<file path="src/rtl/wdt_key_pkg.sv">
package wdt_key_pkg;

  // Byte offsets of the three register words
  localparam int OFF_CTRL = 'h0;
  localparam int OFF_TMO  = 'h4;
  localparam int OFF_KEY  = 'h8;

  // Control word bit positions
  localparam int BIT_EN  = 0;
  localparam int BIT_SLK = 4;
  localparam int BIT_HLK = 5;

  // Key values written to the key word
  localparam logic [31:0] UNLK_FIRST  = 32'h0000_C520;
  localparam logic [31:0] UNLK_SECOND = 32'h0000_D928;
  localparam logic [31:0] SRV_FIRST   = 32'h0000_A602;
  localparam logic [31:0] SRV_SECOND  = 32'h0000_B480;

  typedef enum logic {
    SEQ_WAIT_A = 1'b0,
    SEQ_WAIT_B = 1'b1
  } seq_st_e;

endpackage

</file>
<file path="src/rtl/wdt_key_seq.sv">
// Two-word ordered key detector: a hit fires on the second key only when it
// directly follows the first; any other write restarts the search.
module wdt_key_seq
  import wdt_key_pkg::*;
#(
  parameter int                 DATA_W = 32,
  parameter logic [DATA_W-1:0]  KEY_A  = '0,
  parameter logic [DATA_W-1:0]  KEY_B  = '0
) (
  input  logic              clk,
  input  logic              rst_n,
  input  logic              wr_stb,
  input  logic              arm,
  input  logic [DATA_W-1:0] wdata,
  output logic              hit
);

  seq_st_e st_q, st_d;

  always_comb begin
    st_d = st_q;
    hit  = 1'b0;
    if (wr_stb) begin
      if (!arm) begin
        st_d = SEQ_WAIT_A;
      end else if (st_q == SEQ_WAIT_A) begin
        st_d = (wdata == KEY_A) ? SEQ_WAIT_B : SEQ_WAIT_A;
      end else begin
        hit  = (wdata == KEY_B);
        st_d = SEQ_WAIT_A;
      end
    end
  end

  always_ff @(posedge clk or negedge rst_n) begin
    if (!rst_n) st_q <= SEQ_WAIT_A;
    else        st_q <= st_d;
  end

endmodule

</file>
<file path="src/rtl/wdt_cfg_regs.sv">
// Register decode, lock handling and read mux.
module wdt_cfg_regs
  import wdt_key_pkg::*;
#(
  parameter int DATA_W = 32,
  parameter int ADDR_W = 4,
  parameter int CNT_W  = 24
) (
  input  logic              clk,
  input  logic              rst_n,
  input  logic              bus_sel,
  input  logic              bus_wr,
  input  logic [ADDR_W-1:0] bus_addr,
  input  logic              wd_en,
  input  logic              wd_slk,
  input  logic              wd_hlk,
  input  logic [CNT_W-1:0]  wd_tmo,
  input  logic              unlock_hit,
  output logic              en_q,
  output logic              soft_q,
  output logic              hard_q,
  output logic [CNT_W-1:0]  to_q,
  output logic              key_wr,
  output logic              en_rise,
  output logic [DATA_W-1:0] bus_rdata
);

  localparam logic [ADDR_W-1:0] A_CTRL = ADDR_W'(OFF_CTRL);
  localparam logic [ADDR_W-1:0] A_TMO  = ADDR_W'(OFF_TMO);
  localparam logic [ADDR_W-1:0] A_KEY  = ADDR_W'(OFF_KEY);
  localparam int                PAD_W  = DATA_W - CNT_W;

  logic             ctrl_wr, tmo_wr, cfg_open, tmo_open;
  logic             en_d, soft_d, hard_d;
  logic [CNT_W-1:0] to_d;
  logic [DATA_W-1:0] ctrl_view;

  always_comb begin
    ctrl_wr  = bus_sel && bus_wr && (bus_addr == A_CTRL);
    tmo_wr   = bus_sel && bus_wr && (bus_addr == A_TMO);
    key_wr   = bus_sel && bus_wr && (bus_addr == A_KEY);
    cfg_open = !soft_q && !hard_q;
    tmo_open = cfg_open && !en_q;
  end

  always_comb begin
    en_d    = en_q;
    soft_d  = soft_q;
    hard_d  = hard_q;
    to_d    = to_q;
    en_rise = 1'b0;
    if (ctrl_wr && cfg_open) begin
      en_d    = wd_en;
      soft_d  = wd_slk;
      hard_d  = wd_hlk;
      en_rise = wd_en && !en_q;
    end
    if (unlock_hit) soft_d = 1'b0;
    if (tmo_wr && tmo_open) to_d = wd_tmo;
  end

  always_ff @(posedge clk or negedge rst_n) begin
    if (!rst_n) begin
      en_q   <= 1'b0;
      soft_q <= 1'b0;
      hard_q <= 1'b0;
      to_q   <= '0;
    end else begin
      en_q   <= en_d;
      soft_q <= soft_d;
      hard_q <= hard_d;
      to_q   <= to_d;
    end
  end

  always_comb begin
    ctrl_view          = '0;
    ctrl_view[BIT_EN]  = en_q;
    ctrl_view[BIT_SLK] = soft_q;
    ctrl_view[BIT_HLK] = hard_q;
    bus_rdata          = '0;
    if (bus_sel && !bus_wr) begin
      if (bus_addr == A_CTRL)     bus_rdata = ctrl_view;
      else if (bus_addr == A_TMO) bus_rdata = {{PAD_W{1'b0}}, to_q};
    end
  end

endmodule

</file>
<file path="src/rtl/wdt_down_cnt.sv">
// Timeout counter: load wins, otherwise count down while enabled and
// raise a one-cycle request with automatic reload on reaching zero.
module wdt_down_cnt #(
  parameter int CNT_W = 24
) (
  input  logic             clk,
  input  logic             rst_n,
  input  logic             en,
  input  logic             load,
  input  logic [CNT_W-1:0] load_val,
  output logic             req
);

  logic [CNT_W-1:0] cnt_q, cnt_d;
  logic             req_q, req_d;

  always_comb begin
    cnt_d = cnt_q;
    req_d = 1'b0;
    if (load) begin
      cnt_d = load_val;
    end else if (en) begin
      if (cnt_q == '0) begin
        cnt_d = load_val;
        req_d = 1'b1;
      end else begin
        cnt_d = cnt_q - CNT_W'(1);
      end
    end
  end

  always_ff @(posedge clk or negedge rst_n) begin
    if (!rst_n) begin
      cnt_q <= '0;
      req_q <= 1'b0;
    end else begin
      cnt_q <= cnt_d;
      req_q <= req_d;
    end
  end

  assign req = req_q;

endmodule

</file>
<file path="src/rtl/keyed_wdt.sv">
module keyed_wdt
  import wdt_key_pkg::*;
#(
  parameter int DATA_W = 32,
  parameter int ADDR_W = 4,
  parameter int CNT_W  = 24
) (
  input  logic              clk,
  input  logic              rst_n,
  input  logic              bus_sel,
  input  logic              bus_wr,
  input  logic [ADDR_W-1:0] bus_addr,
  input  logic [DATA_W-1:0] bus_wdata,
  output logic [DATA_W-1:0] bus_rdata,
  output logic              reset_req
);

  logic [1:0]       rst_sync;
  logic             rst_s;
  logic             en_q, soft_q, hard_q, key_wr, en_rise;
  logic             unlock_hit, service_hit;
  logic [CNT_W-1:0] to_q;

  // Asynchronous assertion, synchronous release
  always_ff @(posedge clk or negedge rst_n) begin
    if (!rst_n) rst_sync <= 2'b00;
    else        rst_sync <= {rst_sync[0], 1'b1};
  end
  assign rst_s = rst_sync[1];

  wdt_cfg_regs #(.DATA_W(DATA_W), .ADDR_W(ADDR_W), .CNT_W(CNT_W)) u_regs (
    .clk       (clk),
    .rst_n     (rst_s),
    .bus_sel   (bus_sel),
    .bus_wr    (bus_wr),
    .bus_addr  (bus_addr),
    .wd_en     (bus_wdata[BIT_EN]),
    .wd_slk    (bus_wdata[BIT_SLK]),
    .wd_hlk    (bus_wdata[BIT_HLK]),
    .wd_tmo    (bus_wdata[CNT_W-1:0]),
    .unlock_hit(unlock_hit),
    .en_q      (en_q),
    .soft_q    (soft_q),
    .hard_q    (hard_q),
    .to_q      (to_q),
    .key_wr    (key_wr),
    .en_rise   (en_rise),
    .bus_rdata (bus_rdata)
  );

  wdt_key_seq #(
    .DATA_W(DATA_W),
    .KEY_A (DATA_W'(UNLK_FIRST)),
    .KEY_B (DATA_W'(UNLK_SECOND))
  ) u_unlock (
    .clk   (clk),
    .rst_n (rst_s),
    .wr_stb(key_wr),
    .arm   (!hard_q),
    .wdata (bus_wdata),
    .hit   (unlock_hit)
  );

  wdt_key_seq #(
    .DATA_W(DATA_W),
    .KEY_A (DATA_W'(SRV_FIRST)),
    .KEY_B (DATA_W'(SRV_SECOND))
  ) u_service (
    .clk   (clk),
    .rst_n (rst_s),
    .wr_stb(key_wr),
    .arm   (en_q),
    .wdata (bus_wdata),
    .hit   (service_hit)
  );

  wdt_down_cnt #(.CNT_W(CNT_W)) u_cnt (
    .clk     (clk),
    .rst_n   (rst_s),
    .en      (en_q),
    .load    (en_rise || service_hit),
    .load_val(to_q),
    .req     (reset_req)
  );

endmodule

</file>
<file path="config.mk">
export PLATFORM = sky130hd
export DESIGN_NAME = keyed_wdt
export DESIGN_NICKNAME = d
export VERILOG_FILES = /design/src/rtl/wdt_key_pkg.sv /design/src/rtl/wdt_key_seq.sv /design/src/rtl/wdt_cfg_regs.sv /design/src/rtl/wdt_down_cnt.sv /design/src/rtl/keyed_wdt.sv
export SDC_FILE = /design/constraint.sdc
export NUM_CORES = 1
export LEC_CHECK = 0
export BUFFER_PORTS_ARGS = -buffer_cell sky130_fd_sc_hd__buf_2
export CAP_MARGIN = 20
export CORE_ASPECT_RATIO = 1.4
export CORE_MARGIN = 3
export CORE_UTILIZATION = 38
export CTS_BUF_LIST = sky130_fd_sc_hd__clkbuf_16
export DETAILED_ROUTE_END_ITERATION = 8
export SLEW_MARGIN = 10
export SYNTH_ARGS = -nofsm -noshare
export SYNTH_HDL_FRONTEND = slang
export SYNTH_HIERARCHICAL = 1
export SYNTH_SLANG_ARGS = --single-unit
export TNS_END_PERCENT = 10
</file>
<file path="constraint.sdc">
create_clock -name clk -period 1.82 [get_ports clk]
set_clock_uncertainty 0.05 [all_clocks]
set_input_delay 0.091 -clock clk [delete_from_list [all_inputs] [get_ports clk]]
set_output_delay 0.091 -clock clk [all_outputs]
set_load 0.03 [all_outputs]
</file>
==> results.md <==
- Status: finished, violations left
- Failing checks: negative setup slack
- Worst slack, placed: -603 ps
- Area delta synth->final: 43.7%
- Share of cells above drive strength 1: 44.8%
- Non-filler cells, final: 612
- DRC Markers: 0
- Cell count after synthesis: 337
- Predominant post-synthesis flop cell: dfrtp_1
- Type of the worst min-delay path: in -> reg
- Commonest non-fill, non-tap cell in the layout: buf_4
- Minimum clock period: 2260 ps
- Chip Width: between 80 and 90 um
- Worst setup path start: u_cnt/cnt_q[18]$_DFFE_PN0P_
- Number of H-tree levels: 2
- Pwr dens: between 800 and 900 mW/mm^2
- Clock transition at path regs: 70 ps
- Placed Area: 0.00455 mm^2
- Bufs and invs on worst path: 0
- Core ar.: slightly below 0.009 mm^2
- Async set or reset register ratio after synthesis: 100%
- Synth top area share: between 40% and 50%
- Post-DP HPWL: around 8000 um
- I/O pin cnt: 73
- Slowest-stage cell, CP: or4_4
- Detail Route Antenna Nets: 0
- Placed Instances: a little under 600
- GR Util All Layers: 21.5%
- Worst r2r src: u_cnt/cnt_q[18]$_DFFE_PN0P_
- Drt pass-1 iters: 4
- Nature of the critical path startpoint: register
- Die ar.: 0.0101 mm^2
- Highest clock rate: 0.443 GHz
- Clock Latency Late Sink: a little under 300 ps
- Adder-Cell Fraction of Synth Area: 0.738%
- Antenna violations before repair: 0
- Die Y: 118 um
- Antenna Cells: 0
- Critical Path RT: roughly 2000 ps
- Main combinational cell family by area after synthesis: simple AND/OR/NAND/NOR gates
- Max_cap viols: 0
- Num rows: 40
- Critical path arrival: roughly 2400 ps
- Nets: roughly 550
- VDD IR-drop max: 866 uV
- Largest net degree at the start of global routing: 55
- # fillers: 766
- Top layer in use: met4
- Synth cell types: 69
- Clk root buf: clkbuf_16
- Mux contribution to synthesized area: 8.75%
- Cell Area, Synth: about 0.0034 mm^2
- Post-DR wirelength/cell: 17.0 um
- Period Utilization, post-route: 124%
- WL final: 10400 um
- Post-synth EDFFs: 0
- GR Overflow Total: 0
- Initial Util: 39.2%
- DR WL met3: 431 um
- Synth warn: 6
- Vias: 3352
- Register area share after synthesis: 41.3%
- Worst-path fanout max: 4
- TritonCTS clock tree: built
- Leakage power: around 2.3 nW
- Crit. End Element: register
- Met2 wire length: ~5700 um
- Routability cong.: 0.912
- DRT iter0 DRCs: 203
- Top post-synthesis cells by area: dfrtp_1, mux2_1, and2_1
- Largest area contributor in the netlist: dfrtp_1
- R2r worst-path depth: 5
- Complex-gate fraction of the synthesized area: 15.6%
- Synthesized flop and latch total: 56
- Fin. max-slew vios: 0
- Delay-heaviest family, CP: simple AND/OR/NAND/NOR gates
- Clock sinks: 56
- Synth Area in XOR/XNOR: 0%
- Setup violators final: 25
- Port bufs: 64
- Most frequent cells in the layout: buf_4, buf_2, dfrtp_1
- Critical path depth: 5
- Number of cells on the worst hold path: 2
- Critical path type: reg -> reg
- Crit-path max cell delay: 550 ps
- Vias in the first global route: 3532
- Deepest clock path buffer count: 2
- Global-route wire length before repair: 17100 um
- Syn Area/Cell: 10.1 um^2
- Final Hold Fails: 0
- CTS Buf Count: 5
- Wl on met1: around 4000 um
- Simple-gate area share of the yosys netlist: between 20% and 30%
- Crit-path cells: or4_4 > or3b_4 > o31ai_4 > mux2_4 > a21o_1
- Worst Hold Launch: bus_wdata[20]
- Via-to-Cell Ratio: 5.48
- Fin worst setup slack: -438 ps
- RSZ-0062 raised after global routing: yes
- Finished Cell Area: 0.00487 mm^2
==> sequential cells by signal, indices dropped and copies added (netlist names) <==
name	count
u_regs/soft_q	1
rst_sync	2
u_unlock/st_q	1
u_service/st_q	1
u_cnt/cnt_q	24
u_regs/hard_q	1
u_regs/to_q	24
u_regs/en_q	1
u_cnt/req	1
==> final timing paths <==
check / end / slack [ps]
worst max-delay path: u_cnt/cnt_q[20]$_DFFE_PN0P_ / -440
worst min-delay path: u_regs/to_q[20]$_DFFE_PN0P_ / 20
worst max register to register: u_cnt/cnt_q[20]$_DFFE_PN0P_ / -440
worst min register to register: u_regs/to_q[22]$_DFFE_PN0P_ / 200
max in group asynchronous: u_regs/en_q$_DFFE_PN0P_ / 1250
min in group asynchronous: rst_sync[1]$_DFF_PN0_ / 60
==> synth_stat cells, types with 3 or more instances <==
cell      number
a21oi_1        9
a22oi_1        6
a31oi_1        5
and2_1        23
buf_4          9
buf_6          3
clkbuf_1       7
dfrtp_1       56
inv_1          9
mux2_1        20
mux2_2         5
nand2_1       27
nand3_1       11
nand4_1       12
nand4b_1       3
nor2_1        22
nor2b_1        4
nor3_1        10
nor4_1         6
nor4_2         6
nor4b_2        5
o21ai_0       13
o22a_1         4
o31ai_1        3
==> report_power, final <==
part,leakage [nW],internal [mW],switching (mW)
logic,1.47,0.695,0.640
clock network,0.0864,0.640,0.437
registers,0.715,1.48,0.202
total,2.28,2.81,1.28
==> worst reg2reg max path: stages (launching register included) <==
cell	delay (ps)
dfrtp_1	380
or4_4	550
or3b_4	460
o31ai_4	240
mux2_4	320
a21o_1	150
==> cell families (layout without fill, tap and decap cells) <==
logic type / after synthesis / in the layout
flip-flops: 56 / 56
multiplexers: 26 / 26
AO/OA/AOI/OAI: 71 / 71
buffers and inverters: 30 / 193
AND/OR/NAND/NOR: 150 / 150
other: 2 / 9
adder cells (fa/ha/maj): 2 / 2
==> repair_timing <==
item,4_1_cts,5_1_grt
pin swaps,9,3
buffers inserted,7,0
endpoints found under the setup margin,25,25
resized for setup,29,3
hold endpoints to repair,2,0
hold buffers,1,0
cloned,0,0
==> routing by layer <==
metal	GRT usage (%)	vias to the layer above
li1	-	1599
met1	24.4	1625
met2	39.5	102
met3	2.87	26
met4	8.71	0
met5	0	-
==> layout make-up <==
cell class,instances,area (um^2),share of cell area (%)
multi-input combinational,258,1930,39.5
sequential,56,1400,28.8
timing repair buffer,176,1210,24.9
tap,105,131,2.70
clock buffer,5,125,2.57
clock inverter,3,37.5,0.770
inverter,9,33.8,0.693
==> metrics by stage <==
| step | total power [mW] | setup TNS (ps) | hold slack, ps | utilization (%) |
|---|---|---|---|---|
| 2_1_floorplan | 2.25 | -5030 | -255 | - |
| 3_3_place_gp | 2.90 | -11000 | -175 | 52.5 |
| 3_5_place_dp | 2.94 | -12680 | -174 | 52.5 |
| 4_1_cts | 4.11 | -6900 | 27.5 | 56.2 |
| 5_1_grt | 4.31 | -8610 | 27.3 | 56.3 |
| 6_report | 4.09 | -7240 | 24.6 | 56.3 |
(Power assumes the default switching activity.)
